--- config.mk ---
export PLATFORM = sky130hd
export DESIGN_NAME = async_tx
export DESIGN_NICKNAME = d
export VERILOG_FILES = /design/src/rtl/async_tx_pkg.sv /design/src/rtl/async_tx_stopcalc.sv /design/src/rtl/async_tx_hold.sv /design/src/rtl/async_tx_shift.sv /design/src/rtl/async_tx_rts.sv /design/src/rtl/async_tx.sv
export SDC_FILE = /design/constraint.sdc
export NUM_CORES = 1
export LEC_CHECK = 0
export BUFFER_PORTS_ARGS = -buffer_cell sky130_fd_sc_hd__buf_2
export CORE_AREA = 2 2 67 132
export CTS_CLUSTER_SIZE = 24
export DETAILED_ROUTE_END_ITERATION = 10
export DIE_AREA = 0 0 69 134
export PLACE_DENSITY = 0.6
export SETUP_SLACK_MARGIN = 0.4
export SYNTH_ARGS = -nofsm -noshare
export SYNTH_HDL_FRONTEND = slang
export SYNTH_SLANG_ARGS = --single-unit
--- constraint.sdc ---
create_clock -name clk -period 3.1 [get_ports clk]
set_input_delay 0.93 -clock clk [delete_from_list [all_inputs] [get_ports clk]]
set_output_delay 0.93 -clock clk [all_outputs]
set_load 0.01 [all_outputs]
--- src/rtl/async_tx_pkg.sv ---
package async_tx_pkg;

  typedef enum logic [2:0] {
    TX_IDLE,
    TX_START,
    TX_DATA,
    TX_PAR,
    TX_STOP
  } tx_state_e;

  typedef struct packed {
    logic [1:0] len;
    logic       par_en;
    logic       par_odd;
  } char_fmt_t;

endpackage

--- src/rtl/async_tx_stopcalc.sv ---
// Maps the stop code and character length onto a stop period in ticks.
module async_tx_stopcalc #(
  parameter int OS     = 16,
  parameter int CODE_W = 4,
  parameter int CNT_W  = 6
) (
  input  logic [1:0]        len_code,
  input  logic [CODE_W-1:0] stop_code,
  input  logic              x1,
  input  logic              two_stop,
  output logic [CNT_W-1:0]  stop_ticks
);
  localparam int W2        = CNT_W + 2;
  localparam int HALF_BASE = OS / 2 + 1;
  localparam int FULL_BASE = OS + 1;
  localparam int CAP       = 2 * OS;
  localparam int HI        = CODE_W - 1;

  logic [W2-1:0] t;
  logic          long_range;

  // Short (sub-bit) range exists only for 6..8 data bits with code MSB clear.
  assign long_range = (len_code == 2'd0) || stop_code[HI];

  always_comb begin
    if (x1) begin
      t = two_stop ? W2'(2) : W2'(1);
    end else if (long_range) begin
      t = W2'(FULL_BASE) + W2'(stop_code);
    end else begin
      t = W2'(HALF_BASE) + W2'(stop_code);
    end
    if (t > W2'(CAP)) t = W2'(CAP);
    stop_ticks = CNT_W'(t);
  end
endmodule

--- src/rtl/async_tx_hold.sv ---
// Single-entry holding register with a valid/ready write side.
module async_tx_hold #(
  parameter int DW = 8
) (
  input  logic          clk,
  input  logic          rst_n,
  input  logic          wr_valid,
  input  logic [DW-1:0] wr_data,
  output logic          wr_ready,
  input  logic          take,
  output logic          hold_full,
  output logic [DW-1:0] hold_data
);
  assign wr_ready = !hold_full;

  always_ff @(posedge clk or negedge rst_n) begin
    if (!rst_n) begin
      hold_full <= 1'b0;
      hold_data <= '0;
    end else begin
      if (take) hold_full <= 1'b0;
      if (wr_valid && !hold_full) begin
        hold_full <= 1'b1;
        hold_data <= wr_data;
      end
    end
  end
endmodule

--- src/rtl/async_tx_shift.sv ---
// Frame sequencer and shift register; drives the serial line.
module async_tx_shift
  import async_tx_pkg::*;
#(
  parameter int DW    = 8,
  parameter int OS    = 16,
  parameter int CNT_W = 6
) (
  input  logic             clk,
  input  logic             rst_n,
  input  logic             tick,
  input  logic             x1,
  input  char_fmt_t        fmt,
  input  logic [CNT_W-1:0] stop_ticks,
  input  logic             cts_en,
  input  logic             cts,
  input  logic             hold_full,
  input  logic [DW-1:0]    hold_data,
  output logic             take,
  output logic             drain,
  output logic             busy,
  output logic             txd
);
  localparam int IDX_W = (DW > 1) ? $clog2(DW) : 1;
  localparam logic [CNT_W-1:0] BIT_LAST = CNT_W'(OS - 1);

  tx_state_e        st;
  logic [CNT_W-1:0] cnt;
  logic [CNT_W-1:0] stop_q;
  logic [DW-1:0]    sh;
  logic [IDX_W-1:0] idx;
  logic [1:0]       len_q;
  logic             par_en_q;
  logic             par_q;

  logic [CNT_W-1:0] bit_last;
  logic [IDX_W-1:0] last_idx;
  logic             bit_end, stop_end, launch_ok, slot_free;

  function automatic logic calc_par(input logic [DW-1:0] d, input logic [1:0] len,
                                    input logic odd);
    logic p;
    p = odd;
    for (int i = 0; i < DW; i++) begin
      if (i < int'(len) + 5) p = p ^ d[i];
    end
    return p;
  endfunction

  assign bit_last  = x1 ? '0 : BIT_LAST;
  assign last_idx  = IDX_W'(len_q) + IDX_W'(4);
  assign bit_end   = (cnt == bit_last);
  assign stop_end  = (cnt == stop_q - CNT_W'(1));
  // Clear-to-send is looked at only at a frame boundary.
  assign launch_ok = hold_full && (!cts_en || cts);
  assign slot_free = (st == TX_IDLE) || (st == TX_STOP && stop_end);
  assign take      = tick && launch_ok && slot_free;
  assign drain     = tick && (st == TX_STOP) && stop_end && !launch_ok;
  assign busy      = (st != TX_IDLE);

  always_ff @(posedge clk or negedge rst_n) begin
    if (!rst_n) begin
      st       <= TX_IDLE;
      cnt      <= '0;
      stop_q   <= CNT_W'(1);
      sh       <= '0;
      idx      <= '0;
      len_q    <= '0;
      par_en_q <= 1'b0;
      par_q    <= 1'b0;
    end else if (take) begin
      st       <= TX_START;
      cnt      <= '0;
      sh       <= hold_data;
      idx      <= '0;
      len_q    <= fmt.len;
      par_en_q <= fmt.par_en;
      stop_q   <= stop_ticks;
      par_q    <= calc_par(hold_data, fmt.len, fmt.par_odd);
    end else if (tick) begin
      case (st)
        TX_IDLE: ;
        TX_START: begin
          if (bit_end) begin
            st  <= TX_DATA;
            cnt <= '0;
          end else cnt <= cnt + CNT_W'(1);
        end
        TX_DATA: begin
          if (bit_end) begin
            cnt <= '0;
            sh  <= sh >> 1;
            if (idx == last_idx) st <= par_en_q ? TX_PAR : TX_STOP;
            else idx <= idx + IDX_W'(1);
          end else cnt <= cnt + CNT_W'(1);
        end
        TX_PAR: begin
          if (bit_end) begin
            st  <= TX_STOP;
            cnt <= '0;
          end else cnt <= cnt + CNT_W'(1);
        end
        TX_STOP: begin
          if (stop_end) st <= TX_IDLE;
          else cnt <= cnt + CNT_W'(1);
        end
        default: st <= TX_IDLE;
      endcase
    end
  end

  always_comb begin
    txd = 1'b1;
    case (st)
      TX_START: txd = 1'b0;
      TX_DATA:  txd = sh[0];
      TX_PAR:   txd = par_q;
      default:  txd = 1'b1;
    endcase
  end
endmodule

--- src/rtl/async_tx_rts.sv ---
// Ready-to-send bit: set by strobe, released one bit time after drain.
module async_tx_rts #(
  parameter int OS    = 16,
  parameter int CNT_W = 6
) (
  input  logic clk,
  input  logic rst_n,
  input  logic tick,
  input  logic x1,
  input  logic rts_set,
  input  logic auto_en,
  input  logic drain,
  input  logic tx_empty,
  output logic rts
);
  localparam logic [CNT_W-1:0] BIT_LAST = CNT_W'(OS - 1);

  logic             armed;
  logic [CNT_W-1:0] cnt;
  logic [CNT_W-1:0] bit_last;

  assign bit_last = x1 ? '0 : BIT_LAST;

  always_ff @(posedge clk or negedge rst_n) begin
    if (!rst_n) begin
      rts   <= 1'b0;
      armed <= 1'b0;
      cnt   <= '0;
    end else begin
      if (drain) begin
        armed <= auto_en;
        cnt   <= '0;
      end else if (armed) begin
        if (!tx_empty) begin
          armed <= 1'b0;
        end else if (tick) begin
          if (cnt == bit_last) begin
            armed <= 1'b0;
            rts   <= 1'b0;
          end else cnt <= cnt + CNT_W'(1);
        end
      end
      if (rts_set) rts <= 1'b1;
    end
  end
endmodule

--- src/rtl/async_tx.sv ---
module async_tx
  import async_tx_pkg::*;
#(
  parameter int DW     = 8,
  parameter int OS     = 16,
  parameter int CODE_W = 4
) (
  input  logic              clk,
  input  logic              rst_n,
  input  logic              tick16,
  input  logic              wr_valid,
  input  logic [DW-1:0]     wr_data,
  output logic              wr_ready,
  input  logic [1:0]        cfg_len,
  input  logic              cfg_par_en,
  input  logic              cfg_par_odd,
  input  logic [CODE_W-1:0] cfg_stop,
  input  logic              cfg_x1,
  input  logic              cfg_two_stop,
  input  logic              cfg_cts_en,
  input  logic              cfg_rts_auto,
  input  logic              cts,
  input  logic              rts_set,
  output logic              txd,
  output logic              rts,
  output logic              thr_empty,
  output logic              tx_empty
);
  localparam int CNT_W = $clog2(2 * OS + 1);

  char_fmt_t        fmt;
  logic [CNT_W-1:0] stop_ticks;
  logic             hold_full, take, drain, sh_busy, auto_en;
  logic [DW-1:0]    hold_data;

  assign fmt       = '{len: cfg_len, par_en: cfg_par_en, par_odd: cfg_par_odd};
  assign thr_empty = !hold_full;
  assign tx_empty  = !hold_full && !sh_busy;
  // Clear-to-send gating takes precedence over the automatic release.
  assign auto_en   = cfg_rts_auto && !cfg_cts_en;

  async_tx_stopcalc #(.OS(OS), .CODE_W(CODE_W), .CNT_W(CNT_W)) u_stop (
    .len_code  (cfg_len),
    .stop_code (cfg_stop),
    .x1        (cfg_x1),
    .two_stop  (cfg_two_stop),
    .stop_ticks(stop_ticks)
  );

  async_tx_hold #(.DW(DW)) u_hold (
    .clk      (clk),
    .rst_n    (rst_n),
    .wr_valid (wr_valid),
    .wr_data  (wr_data),
    .wr_ready (wr_ready),
    .take     (take),
    .hold_full(hold_full),
    .hold_data(hold_data)
  );

  async_tx_shift #(.DW(DW), .OS(OS), .CNT_W(CNT_W)) u_shift (
    .clk       (clk),
    .rst_n     (rst_n),
    .tick      (tick16),
    .x1        (cfg_x1),
    .fmt       (fmt),
    .stop_ticks(stop_ticks),
    .cts_en    (cfg_cts_en),
    .cts       (cts),
    .hold_full (hold_full),
    .hold_data (hold_data),
    .take      (take),
    .drain     (drain),
    .busy      (sh_busy),
    .txd       (txd)
  );

  async_tx_rts #(.OS(OS), .CNT_W(CNT_W)) u_rts (
    .clk     (clk),
    .rst_n   (rst_n),
    .tick    (tick16),
    .x1      (cfg_x1),
    .rts_set (rts_set),
    .auto_en (auto_en),
    .drain   (drain),
    .tx_empty(tx_empty),
    .rts     (rts)
  );
endmodule

Word level (Yosys, flattened, before mapping). Index checks and enable logic that the tools add are counted.

Multiplexer cells: 62. Reduce and logical (&&, ||, !) cells: 39. $add $sub $neg: 8. Order comparisons: 9. Eq/ne operators: 18. Bitwise logic cells: 8.

Operators with widths (count): 4-bit by 32-bit < comparator with 1-bit output, first input constant (4); 3-bit by 32-bit < comparator with 1-bit output, first input constant (2); 6-bit two-way mux (10); 8-bit two-way mux (6); 3-bit two-way mux (13); 1-bit by 32-bit < comparator with 1-bit output, first input constant (1); 2-bit by 32-bit < comparator with 1-bit output, first input constant (1); 1-bit two-way mux (28); 2-bit nonzero test (11); 6-bit equality test (3); 3-bit by 2-bit inequality test with 1-bit output, second input constant (5); 3-bit case mux with 5 select lines (1); 6-bit by 1-bit adder with 6-bit output, second input constant (2); 6-bit case mux with 2 select lines (1); 1-bit logical AND (10); 8-bit by 6-bit greater-than comparator with 1-bit output, second input constant (1); 2-bit inequality test, second input constant (4); 4-bit AND reduction (2); 1-bit XOR (8); 7-bit AND reduction (1); 5-bit by 4-bit adder with 6-bit output, first input constant (1); 3-bit by 2-bit equality test with 1-bit output, second input constant (2); 3-bit AND reduction (2); 3-bit nonzero test (2); 18 further kinds (23).

Word-level logic and storage cells: 157. Bits in registers: 47.

Longest topological paths before layout. Gate-level depths: netlist (run 1).

Depth after elaboration: 26. Mapped depth: 9. Gate-level depth less buffers: 8.

Hierarchy. A second synthesis (run 1) with hierarchy kept.

Cell total of the unflattened synthesis: 297. Area total of the unflattened synthesis: 2829.0 µm².

By module, submodules not included: async_tx_shift (instances 1, cells an instance 210, area an instance 1864.3 µm²); async_tx_rts (instances 1, cells an instance 47, area an instance 456.7 µm²); async_tx_hold (instances 1, cells an instance 21, area an instance 374.1 µm²); async_tx_stopcalc (instances 1, cells an instance 16, area an instance 112.6 µm²); async_tx (instances 1, cells an instance 3, area an instance 21.3 µm²).

Least setup slack after synthesis (run 1). No wires, ideal clock.

Path kind: in2reg. Start point: input cfg_x1. End point: register u_shift.idx[2]. Data arrival time: 2595 ps. Setup slack: 387 ps. Stages on the path: 8. Path through: clkbuf_1 nor4b_1 a22oi_1 or2_2 buf_2 or3b_2 xor2_1 nor2_1.

Longest elaborated chain between the ends: 4.

RTL lines: start, declared (line async_tx.sv:18) `input logic cfg_x1,`; 4-bit two-way mux (line async_tx_shift.sv:50) `assign bit_last = x1 ? '0 : BIT_LAST;`; 6-bit equality test (line async_tx_shift.sv:52) `assign bit_end = (cnt == bit_last);`; 2-bit nonzero test (no source line); 4-bit AND reduction (no source line); end signal, assigned (line async_tx_shift.sv:94) `else idx <= idx + IDX_W'(1);`; end, declared (line async_tx_shift.sv:31) `logic [IDX_W-1:0] idx;`.

Every way passes these cells. A chain may end at the register's enable or synchronous reset.

Worst setup path in the final report (run 1).
Start point: register u_shift.stop_q[0]. End point: register u_shift.par_en_q.

Longest elaborated chain between the ends: 5.

RTL lines: start, declared (line async_tx_shift.sv:29) `logic [CNT_W-1:0] stop_q;`; start signal, assigned (line async_tx_shift.sv:78) `stop_q <= stop_ticks;`; 6-bit by 1-bit subtractor with 6-bit output (line async_tx_shift.sv:53) `assign stop_end = (cnt == stop_q - CNT_W'(1));`; 6-bit equality test (line async_tx_shift.sv:53); 1-bit logical AND (line async_tx_shift.sv:56) `assign slot_free = (st == TX_IDLE) || (st == TX_STOP && stop_end);`; 1-bit logical OR (line async_tx_shift.sv:56); 1-bit logical AND (line async_tx_shift.sv:57) `assign take = tick && launch_ok && slot_free;`; end signal, assigned (line async_tx_shift.sv:77) `par_en_q <= fmt.par_en;`; end, declared (line async_tx_shift.sv:33) `logic par_en_q;`.

Every way passes these cells.

==> metrics list, run 1 <==
- Endpoint of the most critical register-to-register path: u_shift.par_en_q
- Cell internal power was estimated by the tool at about 0.0019 W.
* Count of placed standard cells including taps: ~390
- Nets: around 330
- The worst setup path is launched from a flop.
* Endpoint arrival time on the critical path: between 2 and 3 ns
- Core Footprint: 8230 µm²
* Final RePlAce weighted congestion: between 0.9 and 1
- The synthesized netlist occupies a cell area of roughly 2800 µm².
* Setup Slack @ Placement: between 0.3 and 0.4 ns
- Post-Syn Instances: about 270
- Storage cell area: about 1200 µm²
- In this run, post-CTS repair resized a total of 0 instances.
- Entering global routing, the biggest net connects 48 pins.
* Share of power burned in combinational logic: a little under half
* Vias per inst: roughly 5.3
- Sequential elements use around 42% of the synthesized area.
* Number of CTS-inserted buffers: 5
- By startpoint and endpoint, the worst setup path is classified as flop to flop.
* Initial DRC Count: approximately 110
- Num rows: between 40 and 50
- Levels on crit path: 10
- Count of flip-flops with a built-in enable after synthesis: 0
* Crit path max-delay cell type: sky130_fd_sc_hd__dfstp_2
* Post-CTS Hold Fix Bufs: 0
- Slew @ Worst Pin: about 0.74 ns
* Diodes inserted: 0
- Worst path top cell family by delay: flip-flops
* Starting density of the core: around a third
- In this run the mean area of a mapped cell was 10.4 µm².
- Along the worst hold path, the cell count comes to 2.
- Sink count of the clock tree: 47
* Leakage power total: around 1.4 nW
* Sequential fraction of design power: between 30 and 40%
* Number of levels the H-tree was split into: 2
- Walking the worst path, the cells encountered are inv_1 > ha_1 > and3b_2 > nor3_1 > o31ai_1 > buf_4 > a21oi_4 > nor2_4 > buf_12 > mux2_4.
- Overflow after GRT: 0
- The startpoint identified for the worst hold timing path is u_rts.rts.
- Layout cell share with drive strength beyond 1: 27.0%
* Fin Setup TNS: 0 ns
* Synth-to-layout area growth: 14.1%
- Dividing total power by cell area gives a power density of ~930 nW/µm².
- CTS clock-pin slew for the worst setup and hold paths: approximately 0.070 ns
- The via count of the first global-routing pass was 2217.
- After detailed routing, the average wire length per cell comes to approximately 15 µm.
- The worst-case IR drop observed on VDD is 0.466 mV.
- The count of nets left with antenna violations once routing finished came out at 0.
* Maximum cell stage delay along the critical path: 0.56 ns
* Clock latency at the later pin of the worst-skew pair: about 0.29 ns
- Library cells used by synthesis: 57
- Global routing consumed, over all layers together, 13.9% of the routing resources.
- TritonCTS clock tree: built
- CTS placed an instance of sky130_fd_sc_hd__clkbuf_16 at the clock tree root.
* Critical Path Fanout Max: 15
* Final worst-path cycle share: ~82%
* Full die area: just over 9000 µm²
- Main synth FF type: sky130_fd_sc_hd__dfrtp_1
- Share of flip-flops with an asynchronous set or reset: 100%
* Startpoint of the worst register-to-register path: u_shift.stop_q[0]
* Filler Cells Inserted: about 840
* Post-CTS setup-driven buffer insertion count: 0
- The initial antenna violation count came to 0.
- Setup repair after global routing left no endpoint under its margin.
- During I/O placement, the number of pins put on the boundary was 31.
- Derived from the worst setup path, the maximum achievable clock frequency is between 0.3 and 0.4 GHz.
- Counting every net in the synthesized netlist gives about 300.
* Area of combinational cells with multiple inputs: roughly 1500 µm²
- Final routed DRC violation total: 0
- The count of buffers added on input and output ports is 30.
- Sw Share: between 30% and 40%
- Measured along the y axis, the die boundary spans 134 µm.
* Fin crit period: 2.54 ns
* Number of buffer and inverter stages on the critical path: 3
- Number of warnings issued by yosys: 0
- Synthesis inferred between 40 and 50 register bits.
- The number of endpoints with negative hold slack in the final report was 0.
- Across all register-to-register paths, the minimum setup slack is roughly 0.56 ns.
* Final WS setup: 0.557 ns
- Setup violations remaining at the end of the flow were counted as 0.
- In this run the power spent charging and discharging nets is around 0.0011 W.
* Wire length of the first global-routing pass: between 10000 and 15000 µm
- Worst slew margin relative to its limit: between 50 and 60%
- First-pass DRT Iterations: 5
* Type of element capturing the critical path: flop
- The max-slew violation count came to 0.
* Clk pwr share: 18.9%
* Final setup skew: slightly above 0.008 ns
* Hold Crit Endpoint: u_rts.rts
- Status: completed
- Once detailed placement completed, the half-perimeter wirelength came to 4720 µm.
- Maximum count of clock buffers along a single path: 2
- Type of the most critical hold path: flop to flop
- Die span in x: slightly below 70 µm
- Count of maximum capacitance violations: 0
- The worst register-to-register path has a depth of 10.
* Data required time at the worst endpoint: roughly 3.3 ns
- For this run, the share of the core covered by cells in the final layout is between 30 and 40%.
* Routed WL: around 6000 µm
- For this run, the number of standard cells in the final layout without fillers is 394.
- Across all layers, the routed design uses ~2100 vias.
Yosys cell counts, types with 2 or more instances:
| cell type | instances | share of area [%] |
|---|---|---|
| sky130_fd_sc_hd__xnor2_1 | 13 | 4.1 |
| sky130_fd_sc_hd__nor3_1 | 7 | 1.3 |
| sky130_fd_sc_hd__o41ai_1 | 3 | 0.94 |
| sky130_fd_sc_hd__a31oi_1 | 2 | 0.45 |
| sky130_fd_sc_hd__nor2b_1 | 2 | 0.45 |
| sky130_fd_sc_hd__or3_1 | 2 | 0.45 |
| sky130_fd_sc_hd__o2bb2ai_1 | 3 | 0.94 |
| sky130_fd_sc_hd__dfrtp_1 | 46 | 41 |
| sky130_fd_sc_hd__mux2_2 | 17 | 6.9 |
| sky130_fd_sc_hd__clkbuf_1 | 9 | 1.2 |
| sky130_fd_sc_hd__mux2i_1 | 5 | 1.8 |
| sky130_fd_sc_hd__o21ai_0 | 12 | 2.2 |
| sky130_fd_sc_hd__nand3_1 | 8 | 1.4 |
| sky130_fd_sc_hd__and3_1 | 4 | 0.90 |
| sky130_fd_sc_hd__a21oi_1 | 9 | 1.6 |
| sky130_fd_sc_hd__o2111ai_1 | 2 | 0.63 |
| sky130_fd_sc_hd__nand4_1 | 4 | 0.90 |
| sky130_fd_sc_hd__xor2_1 | 15 | 4.7 |
| sky130_fd_sc_hd__nor2_1 | 19 | 2.6 |
| sky130_fd_sc_hd__a211oi_1 | 2 | 0.54 |
| sky130_fd_sc_hd__nand2_1 | 13 | 1.8 |
| sky130_fd_sc_hd__ha_1 | 5 | 2.2 |
| sky130_fd_sc_hd__o211ai_1 | 3 | 0.81 |
| sky130_fd_sc_hd__o22ai_1 | 3 | 0.67 |
| sky130_fd_sc_hd__nand2b_1 | 3 | 0.67 |
| sky130_fd_sc_hd__mux2_4 | 11 | 5.9 |
| sky130_fd_sc_hd__inv_1 | 15 | 2.0 |
power by group through the flow:
| stage | sequential [W] | combinational, W | clock, W |
|---|---|---|---|
| after floorplan | 0.000978 | 0.00111 | 0 |
| after global placement | 0.00106 | 0.00132 | 0 |
| after detailed placement | 0.00107 | 0.00134 | 0 |
| after CTS | 0.00106 | 0.00135 | 0.000571 |
| after global routing | 0.00109 | 0.00145 | 0.000604 |
| final | 0.00105 | 0.00133 | 0.000555 |
sequential cells by signal, indices dropped and copies added (netlist names):
signal	count
u_hold.hold_data	8
u_shift.sh	8
u_rts.cnt	6
u_shift.cnt	6
u_shift.stop_q	6
u_shift.idx	3
u_shift.st	3
u_shift.len_q	2
u_hold.hold_full	1
u_rts.armed	1
u_rts.rts	1
u_shift.par_en_q	1
u_shift.par_q	1
cell families (layout without fill, tap and decap cells):
| family | after synthesis | count (layout) | synth area share [%] |
|---|---|---|---|
| flip-flops | 47 | 47 | 42.3 |
| XOR/XNOR | 28 | 28 | 8.81 |
| adder cells (fa/ha/maj) | 5 | 5 | 2.25 |
| AND/OR/NAND/NOR | 74 | 74 | 14.2 |
| buffers and inverters | 28 | 57 | 4.81 |
| multiplexers | 33 | 33 | 14.6 |
| AO/OA/AOI/OAI | 52 | 52 | 13.0 |
routing by layer:
layer	wire length, µm	vias up	GRT usage (%)
li1	-	1013	-
met5	0	-	0
met1	2250	1012	14.3
met4	168	0	6.43
met3	158	11	2.10
met2	3430	40	26.7
cell usage in the layout (no fill, tap or decap), types with 2 or more instances in the layout:
| cell type | instances |
|---|---|
| sky130_fd_sc_hd__a211oi_1 | 2 |
| sky130_fd_sc_hd__a21oi_1 | 9 |
| sky130_fd_sc_hd__a31oi_1 | 2 |
| sky130_fd_sc_hd__and3_1 | 4 |
| sky130_fd_sc_hd__buf_2 | 30 |
| sky130_fd_sc_hd__buf_4 | 3 |
| sky130_fd_sc_hd__clkbuf_16 | 5 |
| sky130_fd_sc_hd__dfrtp_1 | 46 |
| sky130_fd_sc_hd__ha_1 | 5 |
| sky130_fd_sc_hd__inv_1 | 15 |
| sky130_fd_sc_hd__mux2_2 | 17 |
| sky130_fd_sc_hd__mux2_4 | 11 |
| sky130_fd_sc_hd__mux2i_1 | 5 |
| sky130_fd_sc_hd__nand2_1 | 13 |
| sky130_fd_sc_hd__nand2b_1 | 3 |
| sky130_fd_sc_hd__nand3_1 | 8 |
| sky130_fd_sc_hd__nand4_1 | 4 |
| sky130_fd_sc_hd__nor2_1 | 19 |
| sky130_fd_sc_hd__nor2b_1 | 2 |
| sky130_fd_sc_hd__nor3_1 | 7 |
| sky130_fd_sc_hd__o2111ai_1 | 2 |
| sky130_fd_sc_hd__o211ai_1 | 3 |
| sky130_fd_sc_hd__o21ai_0 | 12 |
| sky130_fd_sc_hd__o22ai_1 | 3 |
| sky130_fd_sc_hd__o2bb2ai_1 | 3 |
| sky130_fd_sc_hd__o41ai_1 | 3 |
| sky130_fd_sc_hd__or3_1 | 2 |
| sky130_fd_sc_hd__xnor2_1 | 13 |
| sky130_fd_sc_hd__xor2_1 | 15 |
how the worst max path moves through the flow:
stage / startpoint / endpoint / slack, ns
after floorplan: cfg_x1 / u_shift.idx[2] / 0.46
after detailed placement: cfg_x1 / u_rts.cnt[5] / 0.35
after CTS: u_shift.stop_q[0] / u_shift.par_en_q / 0.54
after global placement: cfg_x1 / u_rts.cnt[5] / 0.39
after global routing: u_shift.stop_q[2] / u_shift.sh[0] / 0.43
final: u_shift.stop_q[0] / u_shift.par_en_q / 0.56
metrics by stage:
stage                     cell area, µm²  hold WS [ns]  power (W)
final                               3180         0.523    0.00294
after detailed placement            3020         0.514    0.00241
after floorplan                     2780         0.476    0.00209
after global placement              3020         0.507    0.00237
after global routing                3180         0.542    0.00314
after CTS                           3180         0.533    0.00298
worst min-delay path: stages, from the launching register on:
cell,delay (ns)
sky130_fd_sc_hd__dfrtp_1,0.34
sky130_fd_sc_hd__o21ai_0,0.09
sky130_fd_sc_hd__nand2b_1,0.07
final cells by class:
cell class | count | share of cell area (%)
inverter | 15 | 1.77
tap | 98 | 3.86
clock inverter | 2 | 0.512
clock buffer | 6 | 4.37
multi-input combinational | 192 | 46.3
timing repair buffer | 34 | 6.07
sequential | 47 | 37.1
Power figures use the tool's default switching activity.
==> run 2: changes to the inputs <==
- ABC_AREA: default -> 1
- CORE_AREA: 2 2 67 132 -> 2 2 70 138
- DIE_AREA: 0 0 69 134 -> 0 0 72 140
- PLACE_DENSITY: 0.6 -> 0.62
- clock period: 3.1 -> 2.05 ns (I/O delays scaled with it)
==> run 2 against run 1 <==
Area after synthesis rose by 11%. First-iteration DRC count rose by 40%. Worst setup slack got worse by 0.48 ns. Register-to-register slack got worse by 0.48 ns. Largest cell class unchanged. Largest power group unchanged. Highest routed layer unchanged.
==> metrics list, run 2 <==
- Status: completed
- Area of combinational cells with multiple inputs: about 1900 µm²
- Post-Syn Area per Cell: between 7 and 8 µm²
- After synthesis, the largest family of logic cells by area is simple AND/OR/NAND/NOR gates.
- At the later pin of the worst-skew pair, clock insertion delay measures about 0.29 ns.
- Between clock sinks in the finished design, the worst skew comes to ~0.0036 ns.
- Final worst-path cycle share: 96.1%
* Count of maximum capacitance violations: 0
- Of all nets on the critical path, the largest fanout is 7.
- Layout cell share with drive strength beyond 1: 34.4%
- Maximum cell stage delay along the critical path: 0.54 ns
- Among cell families on the critical path, the largest total delay comes from flip-flops.
* CTS clock-pin slew for the worst setup and hold paths: about 0.06 ns
* Number of nets in the synthesized netlist: between 400 and 500
- Summing the areas of all compound-gate instances in the mapped netlist gives roughly 8.4% of the synthesized area.
* Num rows: slightly below 50
- Entering global routing, the biggest net connects 21 pins.
* Most used standard cells in the synthesized netlist: sky130_fd_sc_hd__nand2_1 (108), sky130_fd_sc_hd__dfrtp_1 (46), sky130_fd_sc_hd__nand3_1 (42), sky130_fd_sc_hd__inv_1 (40), sky130_fd_sc_hd__nor2_1 (25)
- The max-slew violation count was 0.
- Most frequent standard cell in the layout excluding fill and tap cells: sky130_fd_sc_hd__nand2_1
- The tightest min-delay check is of the primary input to asynchronous set/reset pin type.
* Yosys reg bits: between 40 and 50
- After synthesis, the cell types taking the most area are sky130_fd_sc_hd__dfrtp_1 (37%), sky130_fd_sc_hd__nand2_1 (13%), sky130_fd_sc_hd__nand3_1 (6.8%).
- Adder-Cell Fraction of Synth Area: 2.03%
- The top cell types in the final layout, fill and taps aside, are sky130_fd_sc_hd__nand2_1 (100), sky130_fd_sc_hd__dfrtp_1 (45), sky130_fd_sc_hd__inv_1 (37), sky130_fd_sc_hd__nand3_1 (29), sky130_fd_sc_hd__buf_2 (29).
- After Yosys synthesis, XOR and XNOR cells account for 2.55% of the synthesized area.
- Starting density of the core: 34.3%
- Routability-driven placement finished with a final weighted congestion of around 0.9.
* Antenna violations before repair: 0
- Full die area: about 10000 µm²
* Vias in the first global route: between 2000 and 3000
- Share of the yosys chip area belonging to registers: between 30% and 40%
* Count of placed standard cells including taps: roughly 540
* Synth-to-layout area growth: 25.5%
* Maximum count of clock buffers along a single path: 2
- For the worst setup path, the data required time is around 2.2 ns.
* Top Ports: 31
- Library cells used by synthesis: 42
* Worst slew margin relative to its limit: 66.1%
- VDD sags by at most roughly 0.84 mV.
- The first TritonRoute pass finished after 4 iterations.
- The number of cells on the worst reg-to-reg path is 9.
- Dividing the detail-routed wire length by the instance count gives between 10 and 15 µm.
- After detailed routing, the number of remaining DRC violations is 0.
* Number of buffer and inverter stages on the critical path: 2
- After the last flow step, the layout net total stands at 484.
- Diodes inserted: 0
* Number of standard cells in the layout, taps in and fillers out: 556
- Multiplexer area fraction after synthesis: 2.19%
- Cell taking the most area after synthesis: sky130_fd_sc_hd__dfrtp_1
* Biggest regs: u_hold.hold_data (8), u_shift.sh (8)
- Fin crit period: 1.97 ns
- The H-tree generated during clock tree synthesis spans 2 levels.
- For this run, the number of Yosys warnings is 0.
- Setup repair after global routing missed its margin: true
* Area fraction in and, or, nand and nor cells after synthesis: a little under two fifths
- The first global-routing pass estimated about 13000 µm of wire.
* TritonCTS clock tree: built
- Initial DRC Count: 150
- For this block, the via count after detailed routing is about 2800.
- Endpoint of the most critical register-to-register path: u_hold.hold_full
- Among all flip-flop cells after synthesis, the most frequent one is sky130_fd_sc_hd__dfrtp_1.
- The worst setup path is of the flop to flop kind.
* Fin Setup TNS: 0 ns
* Most frequently used cell type in the post-synthesis netlist: sky130_fd_sc_hd__nand2_1
- Synth top area share: approximately 37%
- In this run, post-CTS hold repair placed 0 buffers.
- Filler Cells Inserted: ~890
- At the pin with the least slew margin, the transition time is 0.508 ns.
* Worst-path cell chain: inv_2 > ha_4 > or2_4 > nand4_1 > nor2_4 > nand3_4 > a21boi_4 > buf_6 > o21ai_2
- Root Buffer: sky130_fd_sc_hd__clkbuf_16
- Total global routing track utilization: 16.2%
* R2R Setup Slk: 0.08 ns
- Mapped Area: between 3000 and 4000 µm²
- Die H: approximately 140 µm
* Endpoint arrival time on the critical path: ~2.1 ns
- Synthesis produced ~400 cells.
- Setup violations remaining at the end of the flow were counted as 0.
* Startpoint kind of the worst setup timing path: flop
* Type of element capturing the critical path: flop
- Quantity of I/O buffers inserted on ports: 30
- Startpoint of the worst register-to-register path: u_shift.stop_q[0]
- Share of flip-flops with an asynchronous set or reset: between 90% and 100%
* Vias per inst: a little over 5
- Count of flip-flops with a built-in enable after synthesis: 0
- Storage cell area: 1180 µm²
- The largest individual stage delay along the critical path comes from the cell sky130_fd_sc_hd__dfstp_2.
- Leakage power total: between 1.5 and 2 nW
- Number of CTS-inserted buffers: 5
* P per Cell Area: 1320 nW/µm²
- For this run, the share of the core covered by cells in the final layout is 43.0%.
* Routed Antenna Nets: 0
- Maximum clock rate: between 0.5 and 0.6 GHz
- For this run the aggregate overflow at the end of global routing stands at 0.
* Core Footprint: roughly 9000 µm²
- In this run the horizontal extent of the chip is between 70 and 80 µm.
- Routed WL: around 7500 µm
- Hold Violations, Final: 0
- Detailed placement finished with a half-perimeter wire length of 5990 µm.
* Sink count of the clock tree: 47
-- run 2: changes by cell type after synthesis, sizes merged, moves of 5 or more --
cell	previous run	this run
nand3	8	51
mux2i	5	0
o21ai	12	25
xor2	15	7
nor2	20	34
nand3b	0	7
inv	15	51
nand2	13	125
clkbuf	9	1
mux2	28	6
xnor2	13	2
-- run 2: power breakdown --
group,internal (W),switching (W),leakage (nW)
logic,0.00114,0.00149,1.28
clock network,0.000520,0.000340,0.0772
registers,0.00126,0.000370,0.584
total,0.00292,0.00220,1.94
-- run 2: cell families (layout without fill, tap and decap cells) --
logic type,Yosys count,count (layout)
buf+inv,59,111
flops,47,47
simple gates,233,234
xor+xnor,9,9
fa+ha+maj,5,5
compound gates,42,42
mux,6,6
-- run 2: per-stage QoR --
step | instance area [µm²] | hold slack [ns] | setup WS (ns) | power (W)
2_1_floorplan | 3180 | 0.319 | 0.230 | 0.00333
4_1_cts | 3800 | 0.297 | 0.0839 | 0.00505
5_1_grt | 3880 | 0.321 | -0.0249 | 0.00552
3_3_place_gp | 3500 | 0.487 | 0.0816 | 0.00380
3_5_place_dp | 3500 | 0.487 | -0.00698 | 0.00386
6_report | 3880 | 0.288 | 0.0801 | 0.00512
-- run 2: worst max path at each step --
stage | start | end | slack (ns) | cells past startpoint
2_1_floorplan | u_shift.stop_q[0] | u_shift.cnt[3] | 0.23 | 11
3_3_place_gp | cfg_x1 | u_rts.cnt[0] | 0.08 | 11
3_5_place_dp | u_shift.stop_q[0] | u_shift.sh[5] | -0.007 | 11
4_1_cts | u_shift.stop_q[0] | u_shift.sh[5] | 0.08 | 10
5_1_grt | u_shift.stop_q[0] | u_shift.cnt[2] | -0.02 | 13
6_report | u_shift.stop_q[0] | u_hold.hold_full | 0.08 | 9
-- run 2: area by class of cell --
cell class / instances / area share [%]
Clock buffer: 8 / 4.03
Tap cell: 102 / 3.29
Multi-Input combinational cell: 296 / 47.8
Inverter: 51 / 4.94
Timing Repair Buffer: 52 / 9.52
Sequential cell: 47 / 30.4
-- run 2: routing by layer --
| metal | global-route usage (%) | wire, µm | up-vias |
|---|---|---|---|
| li1 | - | - | 1396 |
| met2 | 31.2 | 4370 | 63 |
| met1 | 15.8 | 2620 | 1312 |
| met5 | 0 | 0 | - |
| met4 | 9.53 | 369 | 0 |
| met3 | 1.73 | 182 | 28 |
-- run 2: timing repair --
| item | in CTS | in global routing |
|---|---|---|
| resized for setup | 24 | 15 |
| gates cloned | 1 | 0 |
| buffers inserted | 7 | 3 |
| pin swaps | 11 | 5 |
| endpoints found under the setup margin | 40 | 43 |
